--- src/rtl/tw_pkg.sv ---
package tw_pkg;
    typedef enum logic [1:0] {
        SW_IDLE = 2'd0,
        SW_SCAN = 2'd1,
        SW_EMIT = 2'd2
    } sweep_state_e;
endpackage

--- src/rtl/tw_time_sum.sv ---
// Folds the five cycle counters into a wheel slot index.
module tw_time_sum #(
    parameter int CNT_W  = 32,
    parameter int SLOT_W = 4
) (
    input  logic [CNT_W-1:0]  cyc_seq,
    input  logic [CNT_W-1:0]  cyc_nseq,
    input  logic [CNT_W-1:0]  cyc_idle,
    input  logic [CNT_W-1:0]  cyc_copr,
    input  logic [CNT_W-1:0]  cyc_fast,
    output logic [SLOT_W-1:0] now_slot
);
    logic [CNT_W-1:0] total;

    // Only the low bits matter modulo a power-of-two wheel.
    assign total    = cyc_seq + cyc_nseq + cyc_idle + cyc_copr + cyc_fast;
    assign now_slot = total[SLOT_W-1:0];
endmodule

--- src/rtl/tw_slot_store.sv ---
// Per-slot LIFO stacks with one push port and one pop/read port.
module tw_slot_store #(
    parameter int SLOTS = 16,
    parameter int DEPTH = 4,
    parameter int ID_W  = 8
) (
    input  logic                         clk,
    input  logic                         rst_n,
    input  logic                         push,
    input  logic [$clog2(SLOTS)-1:0]     push_slot,
    input  logic [ID_W-1:0]              push_id,
    input  logic                         pop,
    input  logic [$clog2(SLOTS)-1:0]     rd_slot,
    output logic                         push_full,
    output logic [$clog2(DEPTH+1)-1:0]   rd_fill,
    output logic [ID_W-1:0]              rd_id
);
    localparam int SLOT_W = $clog2(SLOTS);
    localparam int FW     = $clog2(DEPTH + 1);
    localparam int IW     = $clog2(DEPTH);

    logic [SLOTS-1:0][FW-1:0]   fill_vec;
    logic [SLOTS-1:0][ID_W-1:0] top_vec;

    for (genvar s = 0; s < SLOTS; s++) begin : g_slot
        logic [ID_W-1:0] mem [DEPTH];
        logic [FW-1:0]   cnt;
        logic            hit_push;
        logic            hit_pop;
        logic [IW-1:0]   wr_idx;
        logic [IW-1:0]   top_idx;

        assign hit_push = push && (push_slot == SLOT_W'(s));
        assign hit_pop  = pop  && (rd_slot   == SLOT_W'(s));
        // A simultaneous pop frees the top cell, so the push reuses it.
        assign wr_idx   = IW'(cnt - FW'(hit_pop));
        assign top_idx  = IW'(cnt - FW'(1));

        always_ff @(posedge clk or negedge rst_n) begin
            if (!rst_n) cnt <= '0;
            else        cnt <= cnt + FW'(hit_push) - FW'(hit_pop);
        end

        always_ff @(posedge clk) begin
            if (hit_push) mem[wr_idx] <= push_id;
        end

        assign fill_vec[s] = cnt;
        assign top_vec[s]  = mem[top_idx];
    end

    assign push_full = (fill_vec[push_slot] == FW'(DEPTH));
    assign rd_fill   = fill_vec[rd_slot];
    assign rd_id     = top_vec[rd_slot];
endmodule

--- src/rtl/tw_sweep_fsm.sv ---
// Walks slots from the previous time through the current time, wrapping.
module tw_sweep_fsm
    import tw_pkg::*;
#(
    parameter int SLOTS = 16,
    parameter int DEPTH = 4
) (
    input  logic                       clk,
    input  logic                       rst_n,
    input  logic [$clog2(SLOTS)-1:0]   now_slot,
    input  logic [$clog2(DEPTH+1)-1:0] rd_fill,
    input  logic                       fire_ready,
    output logic [$clog2(SLOTS)-1:0]   cursor,
    output logic                       fire_valid,
    output logic                       pop
);
    localparam int SLOT_W = $clog2(SLOTS);
    localparam int FW     = $clog2(DEPTH + 1);

    sweep_state_e      state_q, state_d;
    logic [SLOT_W-1:0] cursor_q, cursor_d;
    logic [SLOT_W-1:0] stop_q, stop_d;
    logic [SLOT_W-1:0] prev_q, prev_d;

    always_ff @(posedge clk or negedge rst_n) begin
        if (!rst_n) begin
            state_q  <= SW_IDLE;
            cursor_q <= '0;
            stop_q   <= '0;
            prev_q   <= '0;
        end else begin
            state_q  <= state_d;
            cursor_q <= cursor_d;
            stop_q   <= stop_d;
            prev_q   <= prev_d;
        end
    end

    always_comb begin
        state_d  = state_q;
        cursor_d = cursor_q;
        stop_d   = stop_q;
        prev_d   = prev_q;
        unique case (state_q)
            SW_IDLE: begin
                if (now_slot != prev_q) begin
                    cursor_d = prev_q;
                    stop_d   = now_slot;
                    prev_d   = now_slot;
                    state_d  = SW_SCAN;
                end
            end
            SW_SCAN: begin
                if (rd_fill != '0) begin
                    state_d = SW_EMIT;
                end else if (cursor_q == stop_q) begin
                    state_d = SW_IDLE;
                end else begin
                    // Power-of-two wheel: the increment wraps to slot 0.
                    cursor_d = cursor_q + SLOT_W'(1);
                end
            end
            SW_EMIT: begin
                if (fire_ready && rd_fill == FW'(1)) state_d = SW_SCAN;
            end
            default: state_d = SW_IDLE;
        endcase
    end

    always_comb begin
        cursor     = cursor_q;
        fire_valid = (state_q == SW_EMIT);
        pop        = (state_q == SW_EMIT) && fire_ready;
    end
endmodule

--- src/rtl/timing_wheel.sv ---
module timing_wheel #(
    parameter int SLOTS = 16,
    parameter int DEPTH = 4,
    parameter int ID_W  = 8,
    parameter int DLY_W = 8,
    parameter int CNT_W = 32,
    parameter int PEND_W = $clog2(SLOTS * DEPTH + 1)
) (
    input  logic              clk,
    input  logic              rst_n,
    input  logic              sched_valid,
    input  logic [DLY_W-1:0]  sched_delay,
    input  logic [ID_W-1:0]   sched_id,
    output logic              sched_reject,
    input  logic [CNT_W-1:0]  cyc_seq,
    input  logic [CNT_W-1:0]  cyc_nseq,
    input  logic [CNT_W-1:0]  cyc_idle,
    input  logic [CNT_W-1:0]  cyc_copr,
    input  logic [CNT_W-1:0]  cyc_fast,
    output logic              fire_valid,
    input  logic              fire_ready,
    output logic [ID_W-1:0]   fire_id,
    output logic [PEND_W-1:0] pending_count
);
    localparam int SLOT_W = $clog2(SLOTS);
    localparam int FW     = $clog2(DEPTH + 1);

    logic [SLOT_W-1:0] now_slot;
    logic [SLOT_W-1:0] ref_slot;
    logic [SLOT_W-1:0] base_slot;
    logic [SLOT_W-1:0] target_slot;
    logic [SLOT_W-1:0] cursor;
    logic [FW-1:0]     rd_fill;
    logic              push_full;
    logic              accept;
    logic              pop;
    logic [PEND_W-1:0] pend_q;

    tw_time_sum #(.CNT_W(CNT_W), .SLOT_W(SLOT_W)) u_time (
        .cyc_seq  (cyc_seq),
        .cyc_nseq (cyc_nseq),
        .cyc_idle (cyc_idle),
        .cyc_copr (cyc_copr),
        .cyc_fast (cyc_fast),
        .now_slot (now_slot)
    );

    // The reference follows the current time only while the wheel is empty.
    assign base_slot   = (pend_q == '0) ? now_slot : ref_slot;
    assign target_slot = base_slot + sched_delay[SLOT_W-1:0];
    assign accept      = sched_valid && (sched_delay != '0) && !push_full;

    tw_slot_store #(.SLOTS(SLOTS), .DEPTH(DEPTH), .ID_W(ID_W)) u_store (
        .clk       (clk),
        .rst_n     (rst_n),
        .push      (accept),
        .push_slot (target_slot),
        .push_id   (sched_id),
        .pop       (pop),
        .rd_slot   (cursor),
        .push_full (push_full),
        .rd_fill   (rd_fill),
        .rd_id     (fire_id)
    );

    tw_sweep_fsm #(.SLOTS(SLOTS), .DEPTH(DEPTH)) u_sweep (
        .clk        (clk),
        .rst_n      (rst_n),
        .now_slot   (now_slot),
        .rd_fill    (rd_fill),
        .fire_ready (fire_ready),
        .cursor     (cursor),
        .fire_valid (fire_valid),
        .pop        (pop)
    );

    always_ff @(posedge clk or negedge rst_n) begin
        if (!rst_n) begin
            pend_q       <= '0;
            ref_slot     <= '0;
            sched_reject <= 1'b0;
        end else begin
            pend_q       <= pend_q + PEND_W'(accept) - PEND_W'(pop);
            sched_reject <= sched_valid && !accept;
            if (accept && pend_q == '0) ref_slot <= now_slot;
        end
    end

    assign pending_count = pend_q;
endmodule

--- config.mk ---
export PLATFORM = sky130hd
export DESIGN_NAME = timing_wheel
export DESIGN_NICKNAME = d
export VERILOG_FILES = /design/src/rtl/tw_pkg.sv /design/src/rtl/tw_time_sum.sv /design/src/rtl/tw_slot_store.sv /design/src/rtl/tw_sweep_fsm.sv /design/src/rtl/timing_wheel.sv
export SDC_FILE = /design/constraint.sdc
export NUM_CORES = 1
export LEC_CHECK = 0
export BUFFER_PORTS_ARGS = -buffer_cell sky130_fd_sc_hd__buf_4
export CAP_MARGIN = 20
export CORE_MARGIN = 2
export CORE_UTILIZATION = 60
export CTS_CLUSTER_DIAMETER = 60
export DETAILED_ROUTE_END_ITERATION = 10
export PLACE_DENSITY_LB_ADDON = 0.12
export SLEW_MARGIN = 20
export SYNTH_ARGS = -nofsm -noshare
export SYNTH_HDL_FRONTEND = slang
export SYNTH_SLANG_ARGS = --single-unit
--- constraint.sdc ---
create_clock -name clk -period 5.85 [get_ports clk]
set_input_delay 0.8775 -clock clk [delete_from_list [all_inputs] [get_ports clk]]
set_output_delay 0.8775 -clock clk [all_outputs]
set_load 0.02 [all_outputs]
==> flow_summary_export.csv <==
group,metric,value,unit
outcome,outcome,"complete, no violations",
synthesis,syn_avg_cell_area,18.72,µm²
critical_path,crit_family,"adder cells",
critical_path,crit_top_cell,"fa_1",
finish,drive_gt1_share,30.29,%
sta,max_freq,171.8,MHz
global_routing,grt_pass1_wl,82.80,mm
synthesis,syn-instance-count,1347,
job,maxCapViolCount,0,
pwr,power,14.08,mW
clock_tree,clk_pin_slew_worst_paths,60,ps
floorplan,start_util,60.40,%
synthesis,synth-async-reset-ratio,12.03,%
synthesis,synthesis.nets,1620,
drt,drc_errors,0,
synthesis,syn-cell-area,0.02522,mm²
global_routing,grt-ovfl-total,0,
synthesis,synth_area_leaders,"edfxtp_1, mux4_2, dfrtp_1, ha_1, fa_1",
synthesis,yosys.cell_types.count,64,
synthesis,synth-seq-area-share,67.90,%
drt,dr.pass1.iters,5,
critical_path,cp-end-kind,"register",
place,post-dp-hpwl,35.88,mm
critical_path,critical_path.max_stage_delay,630,ps
sta,drv_slew,0,
global_routing,first_global_vias,13361,
drt,drtIter0Drc,1149,
critical_path,path_buf_inv,4,
pwr,p_leak,10.24,nW
synthesis,synth_edf_count,512,
sta,fin_crit_sh,99.51,%
floorplan,ios,197,
finish,diodes,0,
pwr,peakVddDrop,421.0,µV
floorplan,die_w,209.0,µm
floorplan,die_h,209.0,µm
synthesis,yosysMostFrequentCell,"edfxtp_1",
drt,vias_per_cell,6.138,
sta,setup_violations,0,
sta,worst_slew_pin_slew,1016,ps
clock_tree,cts_sinks,582,
floorplan,core,0.04176,mm²
global_routing,grt_max_degree,71,
finish,post-route-util,69.14,%
floorplan,dieArea,0.04369,mm²
global_routing,grt_usage,25.93,%
hold_path,hold_path.class,"in -> async",
global_routing,antenna_found_initial,0,
clock_tree,cts_tree,"done",
sta,finalCriticalPeriod,5821,ps
place,numPortBuffers,56,
finish,areaGrowthSynthToFinish,14.47,%
drt,wl,54.42,mm
sta,setup_ws,28.86,ps
critical_path,worstSetupPathType,"in -> reg",
place,gp_routability_congestion,0.8120,
synthesis,yosysTopAreaCell,"edfxtp_1",
sta,rsz0062_at_grt,"yes",
synthesis,netlist_top_cells_count,"edfxtp_1, mux4_2, inv_1",
place,dp_slack,-779.9,ps
critical_path,cp.required,6370,ps
sta,final-hold-violation-count,0,
critical_path,crit_path_start_kind,"input pin",
drt,vias,12915,
drt,postRouteAntennaNets,0,
clock_tree,root_buffer,"clkbuf_16",
critical_path,path_cells,"buf_6, fa_1, fa_1, fa_1, ha_1, nand2_1, nand2_2, inv_2, fa_2, mux4_2, nor4_2, buf_4, and3b_2, o2bb2a_4, ha_4, inv_2, ha_4, fa_2, a21oi_2, nor2_2, o21ai_1, a21oi_1, nor2_1, xnor2_1",
synthesis,yosysWarnings,0,
pwr,cellPowerDensity,487.6,mW/mm²
clock_tree,clockBufferDepth,3,
synthesis,ys_ff_latch,582,
sta,hold_ws,421.8,ps
synthesis,yosys.area.top_type_share,60.96,%
critical_path,slowest_stage,"fa_2",
sta,clock_skew,14.23,ps
place,dp_cells,1997,
critical_path,path_max_fanout,3,
synthesis,synth_ff_type,"edfxtp_1",
critical_path,crit_arrival,6340,ps
clock_tree,clk-insertion-delay-late,600,ps
drt,wl_per_cell,25.86,µm
clock_tree,cts_hold_buf,0,
clock_tree,htreeDepth,2,
floorplan,std_cell_rows,75,
clock_tree,numCtsBuffers,56,
finish,num-nets-final,1793,
finish,layout.cells.non_filler,2104,
finish,n_fill_cell,2604,
sta,relSlewSlack,32.16,%
## state kept, by name, summed over array words and instances (netlist names)
signal / count
u_store.g_slot.mem: 512
pending_count: 7
sched_reject: 1
u_sweep.state_q: 2
ref_slot: 4
u_sweep.cursor: 4
u_store.g_slot.cnt: 48
u_sweep.stop_q: 4
## layer usage
layer  vias to the layer above  part of all wire (%)  track usage [%]
li1                       5642                     -                -
met1                      6728                    42            37.90
met2                       453                    48            41.21
met3                        92                   6.6            3.712
met4                         0                   2.7            8.498
met5                         -                     0                0
## per-stage QoR
stage | TNS, ps | cell area, µm²
floorplan | -26390 | 25290
global placement | -100760 | 27030
detailed placement | -133410 | 27030
CTS | 0 | 28770
global route | -359.2 | 28870
finish | 0 | 28870
## final timing paths
path	from	end	slack [ps]	cells past startpoint
max reg2reg	pending_count[3]	pending_count[6]	700	24
min in group clk	sched_valid	sched_reject	500	2
max in group asynchronous	rst_n	u_sweep.cursor[3]	4720	1
max	cyc_idle[1]	pending_count[6]	30	24
min reg2reg	u_store.g_slot[10].cnt[2]	u_store.g_slot[10].cnt[2]	500	1
min	rst_n	pending_count[6]	420	1
## layout by cell type, fill, tap and decap left out, types with 4 or more instances in the layout
| cell | netlist | routed |
|---|---|---|
| mux2_2 | 4 | 4 |
| ha_1 | 67 | 65 |
| xnor2_1 | 36 | 35 |
| clkbuf_1 | 40 | 17 |
| o21ai_0 | 8 | 5 |
| nand2b_1 | 6 | 6 |
| o22a_1 | 4 | 4 |
| a41oi_1 | 4 | 4 |
| nor4b_1 | 4 | 4 |
| fa_1 | 26 | 24 |
| a21o_1 | 5 | 5 |
| mux4_2 | 173 | 173 |
| inv_1 | 104 | 102 |
| clkinv_1 | 1 | 13 |
| a21oi_1 | 12 | 9 |
| nor3_1 | 31 | 30 |
| edfxtp_1 | 512 | 512 |
| nor4_1 | 25 | 18 |
| nor2b_1 | 5 | 5 |
| clkbuf_16 | 0 | 57 |
| nor2_1 | 60 | 57 |
| nor3b_1 | 5 | 5 |
| nand3_1 | 9 | 9 |
| clkbuf_8 | 0 | 5 |
| nand2_1 | 35 | 34 |
| xor2_1 | 17 | 16 |
| dfrtp_1 | 70 | 68 |
| and3_1 | 7 | 7 |
| nor4_2 | 8 | 15 |
| buf_4 | 1 | 168 |
| clkinv_2 | 0 | 8 |
## logic make-up after synthesis
kind of cell / count (synthesis) / share of synthesized area [%]
buffers and inverters: 165 / 2.560
adder cells (fa/ha/maj): 93 / 5.387
AO/OA/AOI/OAI: 58 / 1.667
flip-flops: 582 / 67.90
multiplexers: 180 / 15.75
AND/OR/NAND/NOR: 213 / 4.648
XOR/XNOR: 56 / 2.088
## where the power goes
part | internal (mW) | switching [mW] | total, mW | leakage (nW)
Combinational | 2.50 | 2.46 | 4.96 | 4.00
Clock | 1.93 | 1.47 | 3.40 | 0.841
Sequential | 4.92 | 0.796 | 5.72 | 5.40
Total | 9.35 | 4.72 | 14.1 | 10.2
## repair_timing
action / 4_1_cts / 5_1_grt
endpoints found under the setup margin: 2 / 68
gates cloned: 0 / 0
pin swaps: 6 / 3
hold endpoints to repair: 0 / 0
setup buffers: 1 / 3
gates resized for setup: 5 / 17
## final cells by class
type | count | area [µm²] | area share (%)
Clock buffer | 79 | 1559 | 5.400
Sequential cell | 582 | 17130 | 59.33
Timing Repair Buffer | 174 | 1359 | 4.706
Tap cell | 539 | 674.4 | 2.336
Clock inverter | 24 | 161.4 | 0.5590
Multi-Input combinational cell | 600 | 7591 | 26.29
Inverter | 106 | 397.9 | 1.378
Note: power is estimated with default switching activity, not from simulation.
